**config.mk**
```make
export PLATFORM = sky130hd
export DESIGN_NAME = dual_bank_irq_ctrl
export DESIGN_NICKNAME = d
export VERILOG_FILES = /design/src/rtl/irq_ctrl_pkg.sv /design/src/rtl/irq_bank.sv /design/src/rtl/interval_timer.sv /design/src/rtl/irq_level_map.sv /design/src/rtl/dual_bank_irq_ctrl.sv
export SDC_FILE = /design/constraint.sdc
export NUM_CORES = 1
export LEC_CHECK = 0
export BUFFER_PORTS_ARGS = -buffer_cell sky130_fd_sc_hd__buf_4
export CAP_MARGIN = 15
export CORE_MARGIN = 3
export CORE_UTILIZATION = 25
export DETAILED_ROUTE_END_ITERATION = 8
export GPL_ROUTABILITY_DRIVEN = 0
export GPL_TIMING_DRIVEN = 0
export SLEW_MARGIN = 40
export SYNTH_ARGS = -nofsm -noshare
export SYNTH_HDL_FRONTEND = slang
export SYNTH_SLANG_ARGS = --single-unit
```
**constraint.sdc**
```tcl
create_clock -name clk -period 3.2 [get_ports clk]
set_input_delay 0.16 -clock clk [delete_from_list [all_inputs] [get_ports clk]]
set_output_delay 0.16 -clock clk [all_outputs]
set_load 0.005 [all_outputs]
```
**src/rtl/irq_ctrl_pkg.sv**
```systemverilog
package irq_ctrl_pkg;
  localparam int BANK_W = 8;
  localparam int ADDR_W = 3;

  localparam logic [ADDR_W-1:0] A_STAT0  = 3'd0;
  localparam logic [ADDR_W-1:0] A_STAT1  = 3'd1;
  localparam logic [ADDR_W-1:0] A_EN0    = 3'd2;
  localparam logic [ADDR_W-1:0] A_EN1    = 3'd3;
  localparam logic [ADDR_W-1:0] A_CLR0   = 3'd4;
  localparam logic [ADDR_W-1:0] A_CLR1   = 3'd5;
  localparam logic [ADDR_W-1:0] A_RELOAD = 3'd6;

  localparam int B0_PARITY = 7;
  localparam int B0_BUSERR = 5;
  localparam int B0_TIMER  = 4;

  localparam logic [BANK_W-1:0] L2_MASK0 = 8'h1C;
  localparam logic [BANK_W-1:0] L1_MASK0 = 8'h03;
  localparam logic [BANK_W-1:0] L1_MASK1 = 8'hE0;
  localparam logic [BANK_W-1:0] L0_MASK1 = 8'h1F;

  function automatic logic [BANK_W-1:0] next_status(
      input logic [BANK_W-1:0] cur, input logic [BANK_W-1:0] set,
      input logic [BANK_W-1:0] clr);
    return (cur & ~clr) | set;
  endfunction

  function automatic logic any_pending(
      input logic [BANK_W-1:0] stat, input logic [BANK_W-1:0] en,
      input logic [BANK_W-1:0] grp);
    return |(stat & en & grp);
  endfunction

  function automatic int timer_period(input int reload, input int prescale);
    return (reload + 1) * prescale;
  endfunction
endpackage

```
**src/rtl/irq_bank.sv**
```systemverilog
module irq_bank #(
  parameter int W = 8
) (
  input  logic         clk,
  input  logic         rst_n,
  input  logic [W-1:0] set_pulse,
  input  logic         clr_we,
  input  logic [W-1:0] clr_mask,
  input  logic         en_we,
  input  logic [W-1:0] en_val,
  output logic [W-1:0] status,
  output logic [W-1:0] enable
);
  logic [W-1:0] clr_eff;
  assign clr_eff = clr_we ? clr_mask : '0;

  for (genvar i = 0; i < W; i++) begin : g_bit
    always_ff @(posedge clk) begin
      if (!rst_n) status[i] <= 1'b0;
      else        status[i] <= (status[i] & ~clr_eff[i]) | set_pulse[i];
    end
  end

  always_ff @(posedge clk) begin
    if (!rst_n)     enable <= '0;
    else if (en_we) enable <= en_val;
  end
endmodule

```
**src/rtl/interval_timer.sv**
```systemverilog
module interval_timer #(
  parameter int PRESCALE = 6144,
  parameter int CNT_W    = 8
) (
  input  logic             clk,
  input  logic             rst_n,
  input  logic             load,
  input  logic [CNT_W-1:0] load_val,
  input  logic [CNT_W-1:0] reload,
  output logic             expire
);
  localparam int PRE_W = (PRESCALE > 1) ? $clog2(PRESCALE) : 1;
  localparam logic [PRE_W-1:0] PRE_LAST = PRE_W'(PRESCALE - 1);

  logic [PRE_W-1:0] pre;
  logic [CNT_W-1:0] cnt;
  logic             tick;

  assign tick   = (pre == PRE_LAST);
  assign expire = tick && (cnt == '0) && !load;

  always_ff @(posedge clk) begin
    if (!rst_n) begin
      pre <= '0;
      cnt <= '0;
    end else if (load) begin
      pre <= '0;
      cnt <= load_val;
    end else begin
      pre <= tick ? '0 : pre + 1'b1;
      if (tick) cnt <= (cnt == '0) ? reload : cnt - 1'b1;
    end
  end
endmodule

```
**src/rtl/irq_level_map.sv**
```systemverilog
module irq_level_map
  import irq_ctrl_pkg::*;
(
  input  logic [BANK_W-1:0] stat0,
  input  logic [BANK_W-1:0] en0,
  input  logic [BANK_W-1:0] stat1,
  input  logic [BANK_W-1:0] en1,
  output logic              lvl0,
  output logic              lvl1,
  output logic              lvl2,
  output logic              buserr,
  output logic              parity
);
  assign lvl0   = any_pending(stat1, en1, L0_MASK1);
  assign lvl1   = any_pending(stat0, en0, L1_MASK0) | any_pending(stat1, en1, L1_MASK1);
  assign lvl2   = any_pending(stat0, en0, L2_MASK0);
  assign buserr = stat0[B0_BUSERR] & en0[B0_BUSERR];
  assign parity = stat0[B0_PARITY] & en0[B0_PARITY];
endmodule

```
**src/rtl/dual_bank_irq_ctrl.sv**
```systemverilog
module dual_bank_irq_ctrl
  import irq_ctrl_pkg::*;
#(
  parameter int PRESCALE = 6144
) (
  input  logic              clk,
  input  logic              rst_n,
  input  logic              reg_we,
  input  logic [ADDR_W-1:0] reg_addr,
  input  logic [BANK_W-1:0] reg_wdata,
  output logic [BANK_W-1:0] reg_rdata,
  input  logic [BANK_W-1:0] src_bank0,
  input  logic [BANK_W-1:0] src_bank1,
  output logic              irq_lvl0,
  output logic              irq_lvl1,
  output logic              irq_lvl2,
  output logic              irq_buserr,
  output logic              irq_parity
);
  logic [BANK_W-1:0] stat0, stat1, en0, en1, reload, set0;
  logic clr0_wr, clr1_wr, en0_wr, en1_wr, reload_wr, tmr_expire;

  assign clr0_wr   = reg_we && (reg_addr == A_CLR0);
  assign clr1_wr   = reg_we && (reg_addr == A_CLR1);
  assign en0_wr    = reg_we && (reg_addr == A_EN0);
  assign en1_wr    = reg_we && (reg_addr == A_EN1);
  assign reload_wr = reg_we && (reg_addr == A_RELOAD);

  always_ff @(posedge clk) begin
    if (!rst_n)         reload <= '0;
    else if (reload_wr) reload <= reg_wdata;
  end

  interval_timer #(.PRESCALE(PRESCALE), .CNT_W(BANK_W)) u_timer (
    .clk(clk), .rst_n(rst_n), .load(reload_wr), .load_val(reg_wdata),
    .reload(reload), .expire(tmr_expire)
  );

  assign set0 = src_bank0 | (BANK_W'(tmr_expire) << B0_TIMER);

  irq_bank #(.W(BANK_W)) u_bank0 (
    .clk(clk), .rst_n(rst_n), .set_pulse(set0), .clr_we(clr0_wr),
    .clr_mask(reg_wdata), .en_we(en0_wr), .en_val(reg_wdata),
    .status(stat0), .enable(en0)
  );

  irq_bank #(.W(BANK_W)) u_bank1 (
    .clk(clk), .rst_n(rst_n), .set_pulse(src_bank1), .clr_we(clr1_wr),
    .clr_mask(reg_wdata), .en_we(en1_wr), .en_val(reg_wdata),
    .status(stat1), .enable(en1)
  );

  irq_level_map u_map (
    .stat0(stat0), .en0(en0), .stat1(stat1), .en1(en1),
    .lvl0(irq_lvl0), .lvl1(irq_lvl1), .lvl2(irq_lvl2),
    .buserr(irq_buserr), .parity(irq_parity)
  );

  always_comb begin
    unique case (reg_addr)
      A_STAT0:  reg_rdata = stat0;
      A_STAT1:  reg_rdata = stat1;
      A_EN0:    reg_rdata = en0;
      A_EN1:    reg_rdata = en1;
      A_RELOAD: reg_rdata = reload;
      default:  reg_rdata = '0;
    endcase
  end
endmodule

```
==> flow_metrics.env <==
export IMPL_status="finished clean"
export IMPL_dp_slack_ns=1.07
export IMPL_maxSlewViolCount=0
export IMPL_arrival_ns=2.44
export IMPL_ys_types=52
export IMPL_start_util_pct=26.3
export IMPL_portBuffers=41
export IMPL_synth_fa_ha_area_share_pct=1.21
export IMPL_mostFrequentLayoutCells="61 x dfxtp_1, 59 x nand2_1, 41 x buf_4, 39 x a21oi_1"
export IMPL_cts_resized=0
export IMPL_routedWlPerCell_um=14.7
export IMPL_grt_antenna_before_repair=0
export IMPL_synthArstFlopShare_pct=0
export IMPL_setup_viol=0
export IMPL_dr_pass1_iters=5
export IMPL_crit_buf_inv=2
export IMPL_first_global_vias=2727
export IMPL_setup_slack_ns=0.997
export IMPL_critPathSlowestCell="nor3b_1"
export IMPL_relSlewSlack_pct=52.7
export IMPL_cts_buffers_inserted=9
export IMPL_ys_ff_latch=61
export IMPL_drive_gt1_share_pct=18.2
export IMPL_core_area_um2=11800
export IMPL_layout_cells_most_common="dfxtp_1"
export IMPL_crit_required_ns=3.44
export IMPL_hold_viol_final=0
export IMPL_syn_to_final_growth_pct=27.3
export IMPL_power_density_nw_per_um2=531
export IMPL_yosys_area_share_simple_pct=27.1
export IMPL_grt_total_usage_pct=13.5
export IMPL_syn_num_nets=400
export IMPL_clkSinkCount=61
export IMPL_p_leak_nw=1.47
export IMPL_grt_ovfl_total=0
export IMPL_cts_setup_buffers=0
export IMPL_multi_input_area_um2=1740
export IMPL_hp_class="in2reg"
export IMPL_grt_max_degree=13
export IMPL_setup_tns_ns=0
export IMPL_synth_mux_area_fraction_pct=9.34
export IMPL_finalCritPeriodShare_pct=68.9
export IMPL_dr_total_vias=2805
export IMPL_use_met3_pct=3.55
export IMPL_ant_nets=0
export IMPL_cp_start_kind="flip-flop"
export IMPL_synth_edf_count=0
export IMPL_ctsRootBufferMaster="clkbuf_16"
export IMPL_synth_top_family_by_area="simple AND/OR/NAND/NOR gates"
export IMPL_synthXorXnorAreaFrac_pct=2.83
export IMPL_drt_total_wl_um=8620
export IMPL_rsz0062_at_grt="false"
export IMPL_endpoint_kind="flip-flop"
export IMPL_viasPerCell=4.77
export IMPL_antenna_cells=0
export IMPL_crit_family="simple AND/OR/NAND/NOR gates"
export IMPL_yosysWarnings=0
export IMPL_nNetsFinal=452
export IMPL_seq_area_frac_synth_pct=39.5
export IMPL_synth_compound_area_share_pct=15.9
export IMPL_path_clk_slew_ns=0.06
export IMPL_vdd_drop_max_v=0.000301
export IMPL_h_tree_depth=3
export IMPL_cpPeakStageDelay_ns=0.62
export IMPL_skew_ns=0.00763
export IMPL_hold_buffers=0
export IMPL_syn_area_per_cell_um2=8.43
export IMPL_syn_instance_count=367
export IMPL_drt_initial_drc_count=190
export IMPL_dieArea_um2=13700
export IMPL_clockBufferDepth=2
export IMPL_fillers=1228
export IMPL_worst_pin_slew_ns=0.708
export IMPL_ys_dominant_reg_cell="dfxtp_1"
export IMPL_grt_pass1_wl_um=14300
export IMPL_rows=39
export IMPL_cts_tree="done"
export IMPL_dp_hpwl_um=6360
export IMPL_fmax_ghz=0.454
export IMPL_cp_cell_sequence="clkbuf_1, inv_1, ha_1, nor3b_1, and2_1, a211oi_1, o31ai_1"
export IMPL_ios=43
export IMPL_top_usage_layer="met2"
export IMPL_die_w_um=117
export IMPL_regArea_um2=1220
export IMPL_max_cap_violations=0
export IMPL_drcViolationCount=0
export IMPL_grtUsageMet1_pct=17.3
export IMPL_crit_type="reg2reg"
export IMPL_cp_max_fo=9
export IMPL_clk_latency_ns=0.33
export IMPL_fin_crit_ns=2.20
export IMPL_die_h_um=117
export IMPL_met2_usage_pct=21.7
export IMPL_synth_area_um2=3090
-- worst min-delay path, stage by stage --
cell     delay, ns
buf_4         0.08
a21oi_1       0.03
nor2b_1       0.08
-- layout make-up --
type / count / area share [%]
repair buffers: 41 / 7.81
plain buffers: 20 / 2.22
clock buffers: 10 / 6.07
inverters: 11 / 1.05
flip-flops and latches: 61 / 31.0
clock inverters: 6 / 2.38
well taps: 164 / 5.21
multi-input cells: 275 / 44.3
-- logic make-up (layout without fill, tap and decap cells) --
family	after synthesis	in the layout
xor gates and xnor gates	10	10
DFF	61	61
AOI/OAI and AO/OA	79	79
and+or+nand+nor	157	157
muxes	26	26
buffers and inverters	31	88
adders and majority gates	3	3
-- through the flow --
stage          total power [mW]  std cells  hold WS, ns  area [µm²]  utilization [%]
3_3_place_gp               1.02        572        0.383        3610             30.7
6_report                   2.09        588       0.0539        3940             33.5
5_1_grt                    2.17        588       0.0504        3940             33.5
3_5_place_dp               1.03        572        0.394        3610             30.7
2_1_floorplan             0.938        367        0.290        3090                -
4_1_cts                    2.11        588       0.0455        3940             33.5
-- state kept, by name (all words and copies together) (netlist names) --
name	count
u_bank1.enable	8
u_bank1.status	8
u_timer.cnt	8
u_bank0.status	8
u_timer.pre	13
u_bank0.enable	8
reload	8
-- synth_stat cells, types with 4 or more instances --
master / number / share of area, %
a21boi_0: 7 / 1.7
a21oi_1: 39 / 6.3
buf_2: 4 / 0.65
clkbuf_1: 14 / 1.7
dfxtp_1: 61 / 39
inv_1: 11 / 1.3
mux2i_1: 21 / 6.8
nand2_1: 59 / 7.2
nand2b_1: 4 / 0.81
nand3_1: 12 / 1.9
nor2_1: 25 / 3.0
nor2b_1: 25 / 5.1
nor3_1: 6 / 0.97
o21ai_0: 6 / 0.97
o22ai_1: 8 / 1.6
xnor2_1: 8 / 2.3
-- power breakdown --
group / leakage [nW] / switching, mW / internal (mW)
clock network: 0.159 / 0.372 / 0.708
logic: 0.808 / 0.107 / 0.0937
registers: 0.498 / 0.0247 / 0.787
total: 1.47 / 0.504 / 1.59
-- path summary, 6_finish.rpt --
| path | slack (ns) | end | depth (start not counted) | from |
|---|---|---|---|---|
| max | 1.0 | u_timer.cnt[0]$_SDFFE_PN0P_ | 7 | u_timer.cnt[0]$_SDFFE_PN0P_ |
| min | 0.05 | u_bank0.status[0]$_SDFF_PN0_ | 3 | src_bank0[0] |
| max reg2reg | 1.0 | u_timer.cnt[0]$_SDFFE_PN0P_ | 7 | u_timer.cnt[0]$_SDFFE_PN0P_ |
| min reg2reg | 0.46 | u_timer.pre[0]$_SDFF_PP0_ | 1 | u_timer.pre[0]$_SDFF_PP0_ |
-- metal layers --
metal	part of all wire, %	vias to the layer above
met5	0	-
met2	47	76
met1	46	1322
met4	2.1	0
li1	-	1394
met3	4.8	13
Power figures use the tool's default switching activity.
